--- config.mk ---
export PLATFORM = sky130hd
export DESIGN_NAME = skip_eval
export DESIGN_NICKNAME = d
export VERILOG_FILES = /design/src/rtl/skip_pkg.sv /design/src/rtl/skip_decode.sv /design/src/rtl/skip_incr.sv /design/src/rtl/skip_test.sv /design/src/rtl/skip_eval.sv
export SDC_FILE = /design/constraint.sdc
export NUM_CORES = 1
export LEC_CHECK = 0
export BUFFER_PORTS_ARGS = -buffer_cell sky130_fd_sc_hd__buf_2
export CORE_AREA = 3 3 94 96
export DETAILED_ROUTE_END_ITERATION = 10
export DIE_AREA = 0 0 97 99
export PLACE_DENSITY = 0.76
export SETUP_SLACK_MARGIN = 0.4
export SLEW_MARGIN = 10
export SYNTH_ARGS = -nofsm -noshare
export SYNTH_HDL_FRONTEND = slang
export SYNTH_SLANG_ARGS = --single-unit
--- constraint.sdc ---
create_clock -name clk -period 1 [get_ports clk]
set_input_delay 0.1 -clock clk [delete_from_list [all_inputs] [get_ports clk]]
set_output_delay 0.1 -clock clk [all_outputs]
set_load 0.1 [all_outputs]
--- src/rtl/skip_pkg.sv ---
package skip_pkg;

  typedef enum logic [3:0] {
    OP_NONE,
    OP_CMP3,
    OP_SGN3,
    OP_ZERO,
    OP_NEG,
    OP_POS,
    OP_NORM,
    OP_NOVF,
    OP_INCB,
    OP_INCM,
    OP_SENSE,
    OP_IDXN,
    OP_IPTR
  } skip_op_e;

  // major opcodes, instr[15:10]
  localparam logic [5:0] MAJ_SUBFN  = 6'o00;
  localparam logic [5:0] MAJ_SENSE  = 6'o13;
  localparam logic [5:0] MAJ_INCMEM = 6'o14;
  localparam logic [5:0] MAJ_CMPMEM = 6'o15;

  // sub-function codes, instr[5:0] when major is MAJ_SUBFN
  localparam logic [5:0] SUB_SIGN3 = 6'o21;
  localparam logic [5:0] SUB_ZERO  = 6'o22;
  localparam logic [5:0] SUB_NEG   = 6'o23;
  localparam logic [5:0] SUB_POS   = 6'o24;
  localparam logic [5:0] SUB_NOOVF = 6'o25;
  localparam logic [5:0] SUB_INCB  = 6'o26;
  localparam logic [5:0] SUB_NORM  = 6'o32;
  localparam logic [5:0] SUB_IPTR  = 6'o50;
  localparam logic [5:0] SUB_IDXN  = 6'o51;

  typedef struct packed {
    logic [1:0] skip;
    logic       b_we;
    logic       m_we;
    logic       x_we;
    logic       ovf_clr;
  } skip_res_t;

endpackage

--- src/rtl/skip_decode.sv ---
module skip_decode
  import skip_pkg::*;
#(
  parameter int IW    = 16,
  parameter int NW    = 4,
  parameter int N_LSB = 6,
  parameter int SEL_W = 4
) (
  input  logic [IW-1:0]    instr,
  output skip_op_e         op,
  output logic [NW-1:0]    n_val,
  output logic [SEL_W-1:0] sel
);
  localparam int MAJ_LSB = IW - 6;

  logic [5:0] major;
  logic [5:0] sub;

  assign major = instr[IW-1:MAJ_LSB];
  assign sub   = instr[5:0];
  assign n_val = instr[N_LSB+NW-1:N_LSB];
  assign sel   = instr[SEL_W-1:0];

  always_comb begin
    op = OP_NONE;
    unique case (major)
      MAJ_CMPMEM: op = OP_CMP3;
      MAJ_INCMEM: op = OP_INCM;
      MAJ_SENSE:  op = OP_SENSE;
      MAJ_SUBFN: begin
        case (sub)
          SUB_SIGN3: op = OP_SGN3;
          SUB_ZERO:  op = OP_ZERO;
          SUB_NEG:   op = OP_NEG;
          SUB_POS:   op = OP_POS;
          SUB_NOOVF: op = OP_NOVF;
          SUB_INCB:  op = OP_INCB;
          SUB_NORM:  op = OP_NORM;
          SUB_IPTR:  op = OP_IPTR;
          SUB_IDXN:  op = OP_IDXN;
          default:   op = OP_NONE;
        endcase
      end
      default: op = OP_NONE;
    endcase
  end
endmodule

--- src/rtl/skip_incr.sv ---
module skip_incr #(
  parameter int DW = 16,
  parameter int NW = 4
) (
  input  logic [DW-1:0] b_in,
  input  logic [DW-1:0] m_in,
  input  logic [DW-1:0] x_in,
  input  logic [NW-1:0] n_val,
  output logic [DW-1:0] b_sum,
  output logic [DW-1:0] m_sum,
  output logic [DW-1:0] x_sum
);
  localparam int LANES = 3;

  logic [DW-1:0] base [LANES];
  logic [DW-1:0] step [LANES];
  logic [DW-1:0] sum  [LANES];

  assign base[0] = b_in;
  assign step[0] = DW'(1);
  assign base[1] = m_in;
  assign step[1] = DW'(1);
  assign base[2] = x_in;
  assign step[2] = {{(DW-NW){1'b0}}, n_val};

  for (genvar g = 0; g < LANES; g++) begin : g_lane
    assign sum[g] = base[g] + step[g];
  end

  assign b_sum = sum[0];
  assign m_sum = sum[1];
  assign x_sum = sum[2];
endmodule

--- src/rtl/skip_test.sv ---
module skip_test
  import skip_pkg::*;
#(
  parameter int DW         = 16,
  parameter int NSW        = 16,
  parameter int SEL_W      = 4,
  parameter bit SIGNED_CMP = 1'b1
) (
  input  skip_op_e         op,
  input  logic [DW-1:0]    a,
  input  logic [DW-1:0]    m,
  input  logic             ovf,
  input  logic [NSW-1:0]   sw,
  input  logic [SEL_W-1:0] sel,
  input  logic             ptr_b,
  input  logic [DW-1:0]    b_sum,
  input  logic [DW-1:0]    m_sum,
  input  logic [DW-1:0]    x_sum,
  output skip_res_t        res
);
  logic a_lt, a_eq, a_zero, a_neg, a_norm, sw_bit;

  if (SIGNED_CMP) begin : g_signed
    assign a_lt = $signed(a) < $signed(m);
  end else begin : g_unsigned
    assign a_lt = a < m;
  end

  assign a_eq   = (a == m);
  assign a_zero = (a == '0);
  assign a_neg  = a[DW-1];
  assign a_norm = a[DW-1] ^ a[DW-2];
  assign sw_bit = sw[sel];

  function automatic logic [1:0] one_if(input logic c);
    return c ? 2'd1 : 2'd0;
  endfunction

  always_comb begin
    res = '0;
    case (op)
      OP_CMP3:  res.skip = a_lt ? 2'd0 : (a_eq ? 2'd1 : 2'd2);
      OP_SGN3:  res.skip = a_neg ? 2'd0 : (a_zero ? 2'd1 : 2'd2);
      OP_ZERO:  res.skip = one_if(a_zero);
      OP_NEG:   res.skip = one_if(a_neg);
      OP_POS:   res.skip = one_if(!a_neg);
      OP_NORM:  res.skip = one_if(a_norm);
      OP_NOVF: begin
        res.skip    = one_if(!ovf);
        res.ovf_clr = ovf;
      end
      OP_INCB: begin
        res.skip = one_if(!b_sum[DW-1]);
        res.b_we = 1'b1;
      end
      OP_INCM: begin
        res.skip = one_if(m_sum == '0);
        res.m_we = 1'b1;
      end
      OP_SENSE: res.skip = one_if(!sw_bit);
      OP_IDXN: begin
        res.skip = one_if(!x_sum[DW-1]);
        res.x_we = 1'b1;
      end
      OP_IPTR:  res.skip = one_if(ptr_b);
      default:  res = '0;
    endcase
  end
endmodule

--- src/rtl/skip_eval.sv ---
module skip_eval
  import skip_pkg::*;
#(
  parameter int DW  = 16,
  parameter int NSW = 16,
  parameter int NW  = 4
) (
  input  logic           clk,
  input  logic           rst_n,
  input  logic           in_valid,
  input  logic [DW-1:0]  instr,
  input  logic [DW-1:0]  acc_a,
  input  logic [DW-1:0]  acc_b,
  input  logic [DW-1:0]  mem_word,
  input  logic           ovf_latch,
  input  logic [NSW-1:0] panel_sw,
  input  logic [DW-1:0]  idx_reg,
  input  logic           idx_on_b,
  output logic           out_valid,
  output logic [1:0]     skip_cnt,
  output logic           b_we,
  output logic [DW-1:0]  b_next,
  output logic           mem_we,
  output logic [DW-1:0]  mem_next,
  output logic           idx_we,
  output logic [DW-1:0]  idx_next,
  output logic           ovf_clr
);
  localparam int SEL_W = $clog2(NSW);

  skip_op_e         op;
  logic [NW-1:0]    n_val;
  logic [SEL_W-1:0] sel;
  logic [DW-1:0]    b_sum, m_sum, x_sum;
  skip_res_t        res;

  skip_decode #(.IW(DW), .NW(NW), .N_LSB(6), .SEL_W(SEL_W)) u_dec (
    .instr (instr),
    .op    (op),
    .n_val (n_val),
    .sel   (sel)
  );

  skip_incr #(.DW(DW), .NW(NW)) u_inc (
    .b_in  (acc_b),
    .m_in  (mem_word),
    .x_in  (idx_reg),
    .n_val (n_val),
    .b_sum (b_sum),
    .m_sum (m_sum),
    .x_sum (x_sum)
  );

  skip_test #(.DW(DW), .NSW(NSW), .SEL_W(SEL_W), .SIGNED_CMP(1'b1)) u_tst (
    .op    (op),
    .a     (acc_a),
    .m     (mem_word),
    .ovf   (ovf_latch),
    .sw    (panel_sw),
    .sel   (sel),
    .ptr_b (idx_on_b),
    .b_sum (b_sum),
    .m_sum (m_sum),
    .x_sum (x_sum),
    .res   (res)
  );

  always_ff @(posedge clk or negedge rst_n) begin
    if (!rst_n) begin
      out_valid <= 1'b0;
      skip_cnt  <= 2'd0;
      b_we      <= 1'b0;
      mem_we    <= 1'b0;
      idx_we    <= 1'b0;
      ovf_clr   <= 1'b0;
      b_next    <= '0;
      mem_next  <= '0;
      idx_next  <= '0;
    end else begin
      out_valid <= in_valid;
      if (in_valid) begin
        skip_cnt <= res.skip;
        b_we     <= res.b_we;
        mem_we   <= res.m_we;
        idx_we   <= res.x_we;
        ovf_clr  <= res.ovf_clr;
        b_next   <= b_sum;
        mem_next <= m_sum;
        idx_next <= x_sum;
      end else begin
        skip_cnt <= 2'd0;
        b_we     <= 1'b0;
        mem_we   <= 1'b0;
        idx_we   <= 1'b0;
        ovf_clr  <= 1'b0;
      end
    end
  end

  a_r1_result_follows: assert property (@(posedge clk) disable iff (!rst_n)
    in_valid |=> out_valid);
  a_r1_no_spurious: assert property (@(posedge clk) disable iff (!rst_n)
    !in_valid |=> !out_valid);
  a_r2_idle_quiet: assert property (@(posedge clk) disable iff (!rst_n)
    !out_valid |-> (skip_cnt == 2'd0 && !b_we && !mem_we && !idx_we && !ovf_clr));
  a_r2_one_write: assert property (@(posedge clk) disable iff (!rst_n)
    $onehot0({b_we, mem_we, idx_we, ovf_clr}));
  a_r3_skip_range: assert property (@(posedge clk) disable iff (!rst_n)
    skip_cnt != 2'd3);
  a_r6_clear_no_skip: assert property (@(posedge clk) disable iff (!rst_n)
    ovf_clr |-> skip_cnt == 2'd0);
  a_r7_b_step: assert property (@(posedge clk) disable iff (!rst_n)
    b_we |-> b_next == $past(acc_b) + DW'(1));
  a_r7_b_sign: assert property (@(posedge clk) disable iff (!rst_n)
    b_we |-> ((skip_cnt == 2'd1) == !b_next[DW-1]));
  a_r8_mem_zero: assert property (@(posedge clk) disable iff (!rst_n)
    mem_we |-> ((skip_cnt == 2'd1) == (mem_next == '0)));
  a_r10_idx_sign: assert property (@(posedge clk) disable iff (!rst_n)
    idx_we |-> ((skip_cnt == 2'd1) == !idx_next[DW-1]));
endmodule

==> summary.txt, run 1 <==
Status: stopped before the end
Halt Stage: clock tree synthesis
Error: [ERROR DPL-0033] detailed placement checks failed during check placement.
Post-Synth Simple-Gate Area: 22.4%
Async set or reset register ratio after synthesis: 100%
Routability cong.: 0.941
Post-detail-place hpwl: 11.2 mm
Clock Root Buffer: clkbuf_8
Main combinational cell family by area after synthesis: simple AND/OR/NAND/NOR gates
FF+latch count, synth: 55
Post-CTS resize count: 160
Synth Area in Adders: 7.93%
Clock Sinks: 55
Yosys cell types: 57
Post-Syn Area: 3880 µm²
Main flop type after synthesis: dfrtp_1
Top-area cell type share of the netlist area: 35.4%
Buffers added on ports: 155
Avg Inst Size Synth: 8.87 µm²
# rows: 33
EDFF count, synth: 0
Io pins: 156
Synth warn: 0
CTS H-tree lvls: 2
Chip height: 99 µm
Chip width: 97 µm
Top cells by count, synth: dfrtp_1, nor2_1, a21oi_1
CTS buffer count: 5
XOR/XNOR Fraction of Synth Area: 9.25%
Top cells by area, synth: dfrtp_1, ha_1, a21oi_1
Multiplexer area fraction after synthesis: 5.48%
Cell taking the most area after synthesis: dfrtp_1
Initial core utilization: 47.7%
Sequential-to-total area share from yosys stat: 35.4%
Syn_nets: 563
Clk buf depth: 2
Post-CTS setup buffers: 43
Cells after Synth: 438
Synth Area in Compound Gates: 15.5%
## cell families after synthesis
kind of cell,count (synthesis)
AND/OR/NAND/NOR,172
AO/OA/AOI/OAI,91
flip-flops,55
XOR/XNOR,41
buffers and inverters,41
adder cells (fa/ha/maj),24
multiplexers,14
## through the flow
step,instances,worst slack [ps],instance area (µm²),hold slack (ps),setup TNS (ps)
floorplan,438,-961,4320,-196,-8950
detailed placement,802,-1250,6880,123,-21130
global placement,802,-1170,6880,119,-18640
==> run 2, diff against run 1 <==
Settings changed: CORE_AREA 3 3 94 96 to 3 3 110 112, DIE_AREA 0 0 97 99 to 0 0 113 115, PLACE_DENSITY 0.76 to default, PLACE_DENSITY_LB_ADDON from default to 0.15, SETUP_SLACK_MARGIN 0.4 to default.
==> summary.txt, run 2 <==
Chip width: 113 µm (+16%)
Pin count of the biggest net entering global routing: 56
Io pins: 156 (unchanged)
Worst slew margin: 75.5%
Worst-Margin Slew: 366 ps
Total track usage: 20.5%
Max Fclk: 506 MHz
Worst Slack Setup Final: -977 ps
Cells after DPL: 845 (+5.4%)
CP peak stage delay: 530 ps
Crit path launch type: input pin
Gate power share: 49.9%
RSZ-0062 raised after global routing: true
WL/cell: 16.0 µm
Sequential-to-total area share from yosys stat: 35.4% (unchanged)
Critical path class: in2reg
Initial antenna violation count: 0
Post-detail-place hpwl: 10.3 mm (-8.6%)
Cell mode on critical path: buf_4
Period utilisation layout: 198%
Grt ovf: 0
Crit path capture type: flop
Final Total Pwr: 9340 µW
CP max stage cell: or4_4
EDFF count, synth: 0 (unchanged)
Finished Layout Cells: 900
Top-area cell type share of the netlist area: 35.4% (unchanged)
Worst-path cell chain: buf_2, inv_1, ha_1, a21o_1, o21ai_2, buf_4, buf_4, a31oi_4, or4_4, a211o_1, a41oi_2
DR DRC count: 0
Drt pass-1 iters: 5
Status: complete, but fails checks
Avg Inst Size Synth: 8.87 µm² (unchanged)
Hold Path Class: in2reg
Most frequent cells in the layout: buf_4, buf_2, buf_12
Commonest non-fill, non-tap cell in the layout: buf_4
First-pass GRT wire length: 21.8 mm
Post-Syn Area: 3880 µm² (unchanged)
Largest registers: b_next: 16 flops, idx_next: 16 flops, mem_next: 16 flops
Inserted Diodes: 0
Layout Skew: 0 ps
Cell taking the most area after synthesis: dfrtp_1
Clock share of power: 21.0%
Worst-skew pair later-pin latency: 280 ps
Pint: 5650 µW
Chip height: 115 µm (+16%)
Syn_nets: 563 (unchanged)
Final min period: 1980 ps
Yosys cell types: 57 (unchanged)
Sw frac: 39.5%
CTS H-tree lvls: 2 (unchanged)
Critical path's top delay family: compound AO/OA/AOI/OAI gates
Data required time of the worst path: 1210 ps
Top cells by count, synth: dfrtp_1, nor2_1, a21oi_1
Via density per instance: 5.09
Clock Sinks: 55 (unchanged)
CTS buffer count: 5 (unchanged)
Initial core utilization: 34.3% (-13 points)
Top cells by area, synth: dfrtp_1, ha_1, a21oi_1
Async set or reset register ratio after synthesis: 100% (unchanged)
Worst path bufs/invs: 4
Sequential power share: 29.1%
PD cells: 1140 nW/µm²
Failing checks: negative setup slack
Crit path DAT: 2180 ps
Share of cells above drive strength 1: 64.2%
Nets@finish: 881
FF+latch count, synth: 55 (unchanged)
Clock transition at path regs: 70 ps
Post-Route WL: 14.4 mm
Synth warn: 0 (unchanged)
Die area: 13000 µm²
Peak supply drop: 0.00101 V
P_sw: 3680 µW
Main flop type after synthesis: dfrtp_1
Final core utilization: 72.6%
Clock Root Buffer: clkbuf_16
Dpl ws: -1290 ps (-40.2 ps)
CTS tree: yes
# rows: 39 (+18%)
CORE AREA: 11300 µm²
Leakage power: 0.00363 µW
Cells after Synth: 438 (unchanged)
Number of global-route vias before repair: 4670
Max Cap Viol: 0
Clk buf depth: 2 (unchanged)
P&R area growth vs syn: 112%
Final Slew Violations: 0
Final ANT Viol Nets: 0
Max FO, Critical Path: 2
Initial drt markers: 252
Vias: 4583
Final Hold Vio Count: 0
Setup-failing EPs final: 32
Filler Cells Inserted: 785
Buffers added on ports: 155 (unchanged)
Routability cong.: 0.900 (-4.4%)
-- run 2: through the flow --
step                setup TNS [ps]  area [µm²]  hold slack [ps]
finish                       -8070        8220              122
global route                -10270        8220              131
CTS                          -7100        7670              114
detailed placement          -20920        6820              120
global placement            -19990        6820              123
floorplan                    -8960        4160             -196
-- run 2: what timing repair did --
item,CTS,global route
hold endpoints to repair,55,0
setup buffers,28,24
pin swaps,43,49
setup endpoints to repair,40,79
resized for setup,103,83
hold buffers,1,0
-- run 2: worst register-to-register path: stages (launching register included) --
cell and delay [ps]:
dfrtp_1 410, buf_4 140, mux2_4 260
-- run 2: logic make-up after synthesis --
kind of cell | share of synthesized area [%]
compound gates | 15.5
xor+xnor | 9.25
fa+ha+maj | 7.93
buf+inv | 4.06
flops | 35.4
mux | 5.48
simple gates | 22.4
-- run 2: area by class of cell --
type	count	area (µm²)	area share (%)
timing repair buffer	328	3310	40.3
multi-input combinational	342	3020	36.8
sequential	55	1430	17.3
tap	143	179	2.18
clock buffer	5	125	1.52
inverter	24	108	1.31
clock inverter	3	43.8	0.533
-- run 2: final timing paths --
kind	endpoint	startpoint	cells after the start	slack, ps
min in group asynchronous	b_next[14]$_DFFE_PN0P_	rst_n	3	320
max in group asynchronous	idx_next[0]$_DFFE_PN0P_	rst_n	3	360
setup reg to reg	idx_next[4]$_DFFE_PN0P_	idx_next[4]$_DFFE_PN0P_	2	80
hold / removal	b_next[0]$_DFFE_PN0P_	acc_b[0]	3	120
hold reg to reg	b_next[0]$_DFFE_PN0P_	b_next[0]$_DFFE_PN0P_	2	540
setup / recovery	skip_cnt[0]$_DFF_PN0_	mem_word[3]	11	-980
-- run 2: routing by layer --
layer / GRT usage [%] / up-vias / wire [µm]
met2: 37.0 / 157 / 7590
met4: 5.45 / 0 / 316
met5: 0 / - / 0
li1: - / 2210 / -
met3: 5.16 / 28 / 922
met1: 24.4 / 2188 / 5600
-- run 2: power by group through the flow --
stage                     sequential [µW]  combinational (µW)  clock [µW]
after CTS                            2720                4400        2040
after global routing                 2740                4870        2130
after detailed placement             2760                4160           0
after global placement               2760                4110           0
after floorplan                      4220                 745           0
final                                2720                4650        1960
(Power assumes the default switching activity.)
==> run 3, diff against run 2 <==
Settings changed: CELL_PAD_IN_SITES_DETAIL_PLACEMENT from default to 0, CELL_PAD_IN_SITES_GLOBAL_PLACEMENT from default to 1, CORE_AREA 3 3 110 112 to 3 3 108 110, DIE_AREA 0 0 113 115 to 0 0 111 113, GPL_TIMING_DRIVEN from default to 0.
==> summary.txt, run 3 (same netlist as run 2, synthesis figures left out) <==
Data required time of the worst path: 1230 ps (+20 ps)
CP peak stage delay: 410 ps (-120 ps)
Worst-path cell chain: buf_8, inv_8, ha_4, nand4_1, buf_4, buf_4, nor2_4, a2bb2oi_4, and3_4, or4_4, a211o_1, a41oi_2
Critical path class: in2reg
First-pass GRT wire length: 20.3 mm (-7.1%)
Buffers added on ports: 152 (-1.9%)
Max FO, Critical Path: 2 (unchanged)
Clock Root Buffer: clkbuf_8
CORE AREA: 10800 µm² (-4.7%)
Via density per instance: 5.24 (+2.9%)
Cells after DPL: 730 (-14%)
Critical path's top delay family: simple AND/OR/NAND/NOR gates
Clock transition at path regs: 100 ps (+30 ps)
Crit path capture type: flop
Status: complete, but fails checks
Post-Route WL: 13.3 mm (-8.0%)
Total track usage: 19.6% (-0.93 points)
Final ANT Viol Nets: 0 (unchanged)
Worst-Margin Slew: 715 ps (+349 ps)
P&R area growth vs syn: 80.1%
Nets@finish: 769 (-13%)
Final Slew Violations: 0 (unchanged)
Chip width: 111 µm (-1.8%)
Setup-failing EPs final: 68 (+110%)
Share of cells above drive strength 1: 55.8% (-8.4 points)
Clock Sinks: 55 (unchanged)
# rows: 38 (-2.6%)
Hold Buf Count CTS: 1 (unchanged)
Io pins: 156 (unchanged)
Crit path DAT: 2170 ps (about the same)
Chip height: 113 µm (-1.7%)
WL/cell: 16.9 µm (+5.5%)
Finished Layout Cells: 785 (-13%)
Max Fclk: 515 MHz (+1.9%)
Largest registers: b_next: 16 flops, idx_next: 16 flops, mem_next: 16 flops
Max Cap Viol: 0 (unchanged)
Initial drt markers: 181 (-28%)
Hold Path Class: in2async
Initial antenna violation count: 0 (unchanged)
CTS tree: yes
Final min period: 1940 ps (-36.7 ps)
R2R Path End: b_next[4]$_DFFE_PN0P_
R2r worst-path depth: 4 (+2)
Reg2reg start: b_next[4]$_DFFE_PN0P_
Worst-skew pair later-pin latency: 310 ps (+30 ps)
Flop2flop setup slack: 40 ps (-40 ps)
Peak supply drop: 0.00100 V (-0.55%)
Worst path bufs/invs: 4 (unchanged)
Clk buf depth: 2 (unchanged)
CTS H-tree lvls: 2 (unchanged)
Most frequent cells in the layout: buf_2, nor2_1, buf_12
Min Hold Slack: -157 ps (-280 ps)
Worst setup path startpoint: mem_word[13]
DR DRC count: 0 (unchanged)
RSZ-0062 raised after global routing: true
Worst Slack Setup Final: -940 ps (+36.7 ps)
Failing checks: negative hold slack, negative setup slack
Inserted Diodes: 0 (unchanged)
Layout Skew: 0 ps (unchanged)
Leakage power: 0.00294 µW (-19%)
Worst slew margin: 52.4% (-23 points)
Initial core utilization: 36.0% (+1.7 points)
Period utilisation layout: 194% (-3.7 points)
Post-detail-place hpwl: 9.36 mm (-8.7%)
CP max stage cell: or4_4
CTS buffer count: 5 (unchanged)
PD cells: 1200 nW/µm² (+5.4%)
Commonest non-fill, non-tap cell in the layout: buf_2
Number of global-route vias before repair: 4197 (-10%)
Dpl ws: -1340 ps (-53.6 ps)
Final TNS setup: -7390 ps (+677 ps)
Die area: 12500 µm² (-3.5%)
Vias: 4115 (-10%)
Final Hold Vio Count: 55 (+55)
Pin count of the biggest net entering global routing: 56 (unchanged)
Grt ovf: 0 (unchanged)
Routability cong.: 0.825 (-8.3%)
Cell mode on critical path: buf_4
Drt pass-1 iters: 4 (-1)
Crit path launch type: input pin
==> run 3: changes by cell type in the layout (fill, tap and decap cells not counted), sizes merged <==
cell and delta:
bufinv -1, clkinvlp +1, clkinv -1, buf -124, clkbuf +13
==> run 3: how the worst max path moves through the flow <==
stage                             to  slack, ps  cells after the start
4_1_cts        skip_cnt[0]$_DFF_PN0_       -960                     10
3_3_place_gp   skip_cnt[0]$_DFF_PN0_      -1340                     10
3_5_place_dp   skip_cnt[0]$_DFF_PN0_      -1340                     10
5_1_grt        skip_cnt[0]$_DFF_PN0_      -1010                     12
2_1_floorplan  skip_cnt[0]$_DFF_PN0_       -960                      7
6_report       skip_cnt[0]$_DFF_PN0_       -940                     12
==> run 3: layout make-up <==
type	count	area [µm²]
timing repair buffer	200	2130
tap	140	175
sequential	55	1430
multi-input combinational	342	2940
clock buffer	6	82.6
clock inverter	2	16.3
inverter	24	110
buffer	16	111
fill	887	3800
==> run 3: stage by stage <==
stage | util [%] | area (µm²) | total power, µW
6_report | 64.8 | 7000 | 8380
5_1_grt | 64.8 | 7000 | 8750
4_1_cts | 60.0 | 6470 | 8040
3_5_place_dp | 47.2 | 5100 | 5760
3_3_place_gp | 47.2 | 5100 | 5730
2_1_floorplan | - | 4160 | 4970
==> run 3: metal layers <==
metal / global-route usage, % / vias up / wire length (µm)
li1: - / 1989 / -
met1: 25.2 / 1999 / 5550
met2: 33.8 / 114 / 6830
met3: 5.40 / 13 / 760
met4: 3.04 / 0 / 136
met5: 0 / - / 0
==> run 3: power by group <==
part / total, µW / leakage [µW] / internal [µW] / switching (µW)
clock network: 1340 / 0.0000474 / 568 / 776
registers: 2720 / 0.000607 / 2480 / 248
logic: 4310 / 0.00228 / 1720 / 2590
total: 8380 / 0.00294 / 4770 / 3610
==> run 3: what timing repair did <==
item / CTS / global route
endpoints found under the hold margin: 56 / 55
pin swaps: 31 / 27
buffers inserted: 34 / 13
setup endpoints to repair: 138 / 94
resized for setup: 271 / 99
==> run 4, diff against run 3 <==
Settings changed: PLACE_DENSITY_LB_ADDON 0.15 to 0.1.
==> summary.txt, run 4 (same netlist as run 2, synthesis figures left out) <==
Worst slew margin: 62.9% (+11 points)
Post-Route WL: 12.9 mm (-2.8%)
Clk buf depth: 2 (unchanged)
CTS buffer count: 5 (unchanged)
Filler Cells Inserted: 883 (-0.45%)
Failing checks: negative setup slack
Io pins: 156 (unchanged)
Total track usage: 19.7% (+0.086 points)
Worst-Margin Slew: 557 ps (-158 ps)
Status: complete, but fails checks
Max FO, Critical Path: 5 (+3)
Final Hold Vio Count: 0 (-100%)
Worst-path cell chain: buf_4, or3_1, a211o_1, a41oi_4, nand2_2, or4_1, a211o_1, a41oi_2
Commonest non-fill, non-tap cell in the layout: buf_2
PD cells: 1210 nW/µm² (+0.94%)
Leakage power: 0.00291 µW (-1.1%)
Buffers added on ports: 152 (unchanged)
Crit path DAT: 2140 ps (-30 ps)
Final TNS setup: -6470 ps (+923 ps)
Pin count of the biggest net entering global routing: 33 (-41%)
Layout Skew: 0 ps (unchanged)
Initial core utilization: 36.0% (unchanged)
Chip width: 111 µm (unchanged)
Via density per instance: 5.25 (about the same)
Nets@finish: 758 (-1.4%)
Max Cap Viol: 0 (unchanged)
P&R area growth vs syn: 79.8%
Inserted Diodes: 0 (unchanged)
CP peak stage delay: 480 ps (+70 ps)
CORE AREA: 10800 µm² (unchanged)
WL/cell: 16.7 µm (-1.4%)
DR DRC count: 0 (unchanged)
Vias: 4060 (-1.3%)
Die area: 12500 µm² (unchanged)
Placed cell area: 5120 µm² (+0.39%)
Drt pass-1 iters: 4 (unchanged)
Data required time of the worst path: 1230 ps (about the same)
Max Fclk: 522 MHz (+1.3%)
Crit path launch type: input pin
Grt ovf: 0 (unchanged)
Routability cong.: 0.856 (+3.7%)
Most frequent cells in the layout: buf_2, nor2_1, buf_12
RSZ-0062 raised after global routing: true
# rows: 38 (unchanged)
CTS tree: yes
Chip height: 113 µm (unchanged)
CP max stage cell: or4_1
Setup-failing EPs final: 65 (-4.4%)
Clock transition at path regs: 100 ps (about the same)
Final Slew Violations: 0 (unchanged)
Worst-skew pair later-pin latency: 300 ps (about the same)
Clock Sinks: 55 (unchanged)
CTS H-tree lvls: 2 (unchanged)
Initial antenna violation count: 0 (unchanged)
Final instance area: 6980 µm² (-0.18%)
Largest registers: b_next: 16 flops, idx_next: 16 flops, mem_next: 16 flops
Final ANT Viol Nets: 0 (unchanged)
Final min period: 1920 ps (-24.4 ps)
Clock Root Buffer: clkbuf_8
Critical path class: in2reg
Hold Path Class: in2reg
Number of global-route vias before repair: 4093 (-2.5%)
Initial drt markers: 160 (-12%)
Worst Slack Setup Final: -916 ps (+24.4 ps)
Period utilisation layout: 192% (-2.4 points)
Post-detail-place hpwl: 9.39 mm (+0.36%)
Share of cells above drive strength 1: 54.3% (-1.6 points)
First-pass GRT wire length: 20.3 mm (+0.10%)
Cell mode on critical path: a211o_1
Crit path capture type: flop
Peak supply drop: 0.00114 V (+13%)
-- run 4: final timing paths --
kind                                              start                      end  slack [ps]  depth (start not counted)
worst max-delay path                          instr[12]    skip_cnt[0]$_DFF_PN0_        -920                          8
worst min register to register  mem_next[0]$_DFFE_PN0P_  mem_next[0]$_DFFE_PN0P_         550                          2
worst max register to register    b_next[1]$_DFFE_PN0P_    b_next[1]$_DFFE_PN0P_         120                          1
worst min-delay path                           acc_b[0]    b_next[0]$_DFFE_PN0P_          10                          2
min in group asynchronous                         rst_n   b_next[14]$_DFFE_PN0P_         270                          2
max in group asynchronous                         rst_n  idx_next[0]$_DFFE_PN0P_         210                          3
-- run 4: per-stage QoR --
stage | utilization, % | hold WS (ps) | power [µW] | instances | setup slack (ps)
2_1_floorplan | - | -196 | 4970 | 438 | -961
3_3_place_gp | 47.2 | 263 | 5720 | 730 | -1340
3_5_place_dp | 47.4 | 133 | 5770 | 731 | -1360
4_1_cts | 60.7 | 10.6 | 8200 | 770 | -885
5_1_grt | 64.7 | 25.4 | 8820 | 774 | -972
6_report | 64.7 | 14.7 | 8440 | 774 | -916
-- run 4: area by class of cell --
type / instances / area (µm²) / share of cell area, %
multi-input combinational: 342 / 2950 / 42.2
timing repair buffer: 189 / 2100 / 30.1
sequential: 55 / 1430 / 20.4
tap: 140 / 175 / 2.51
inverter: 24 / 110 / 1.58
buffer: 16 / 109 / 1.56
clock buffer: 6 / 72.6 / 1.04
clock inverter: 2 / 38.8 / 0.555
-- run 4: critical path, delay by kind of cell --
kind / cells / cell delay [ps]
buf+inv: 1 / 150
simple gates: 3 / 870
compound gates: 4 / 1040
-- run 4: report_power, final --
| part | switching, µW | internal, µW | leakage [µW] | total, µW |
|---|---|---|---|---|
| logic | 2550 | 1670 | 0.00224 | 4220 |
| clock network | 745 | 758 | 0.0000558 | 1500 |
| registers | 245 | 2480 | 0.000607 | 2720 |
-- run 4: repair_timing --
| item | 4_1_cts | 5_1_grt |
|---|---|---|
| endpoints found under the hold margin | 24 | 0 |
| buffers inserted | 30 | 4 |
| pin swaps | 35 | 16 |
| gates resized for setup | 286 | 90 |
| setup endpoints to repair | 104 | 127 |
| hold buffers | 2 | 0 |
-- run 4: routing by layer --
metal	vias to the layer above	share of wire (%)	wire length (µm)	GRT usage, %
met1	1973	42	5480	25.4
met4	0	0.92	119	3.53
met3	10	7.1	921	5.35
li1	1954	-	-	-
met2	123	49	6380	33.7
met5	-	0	0	0
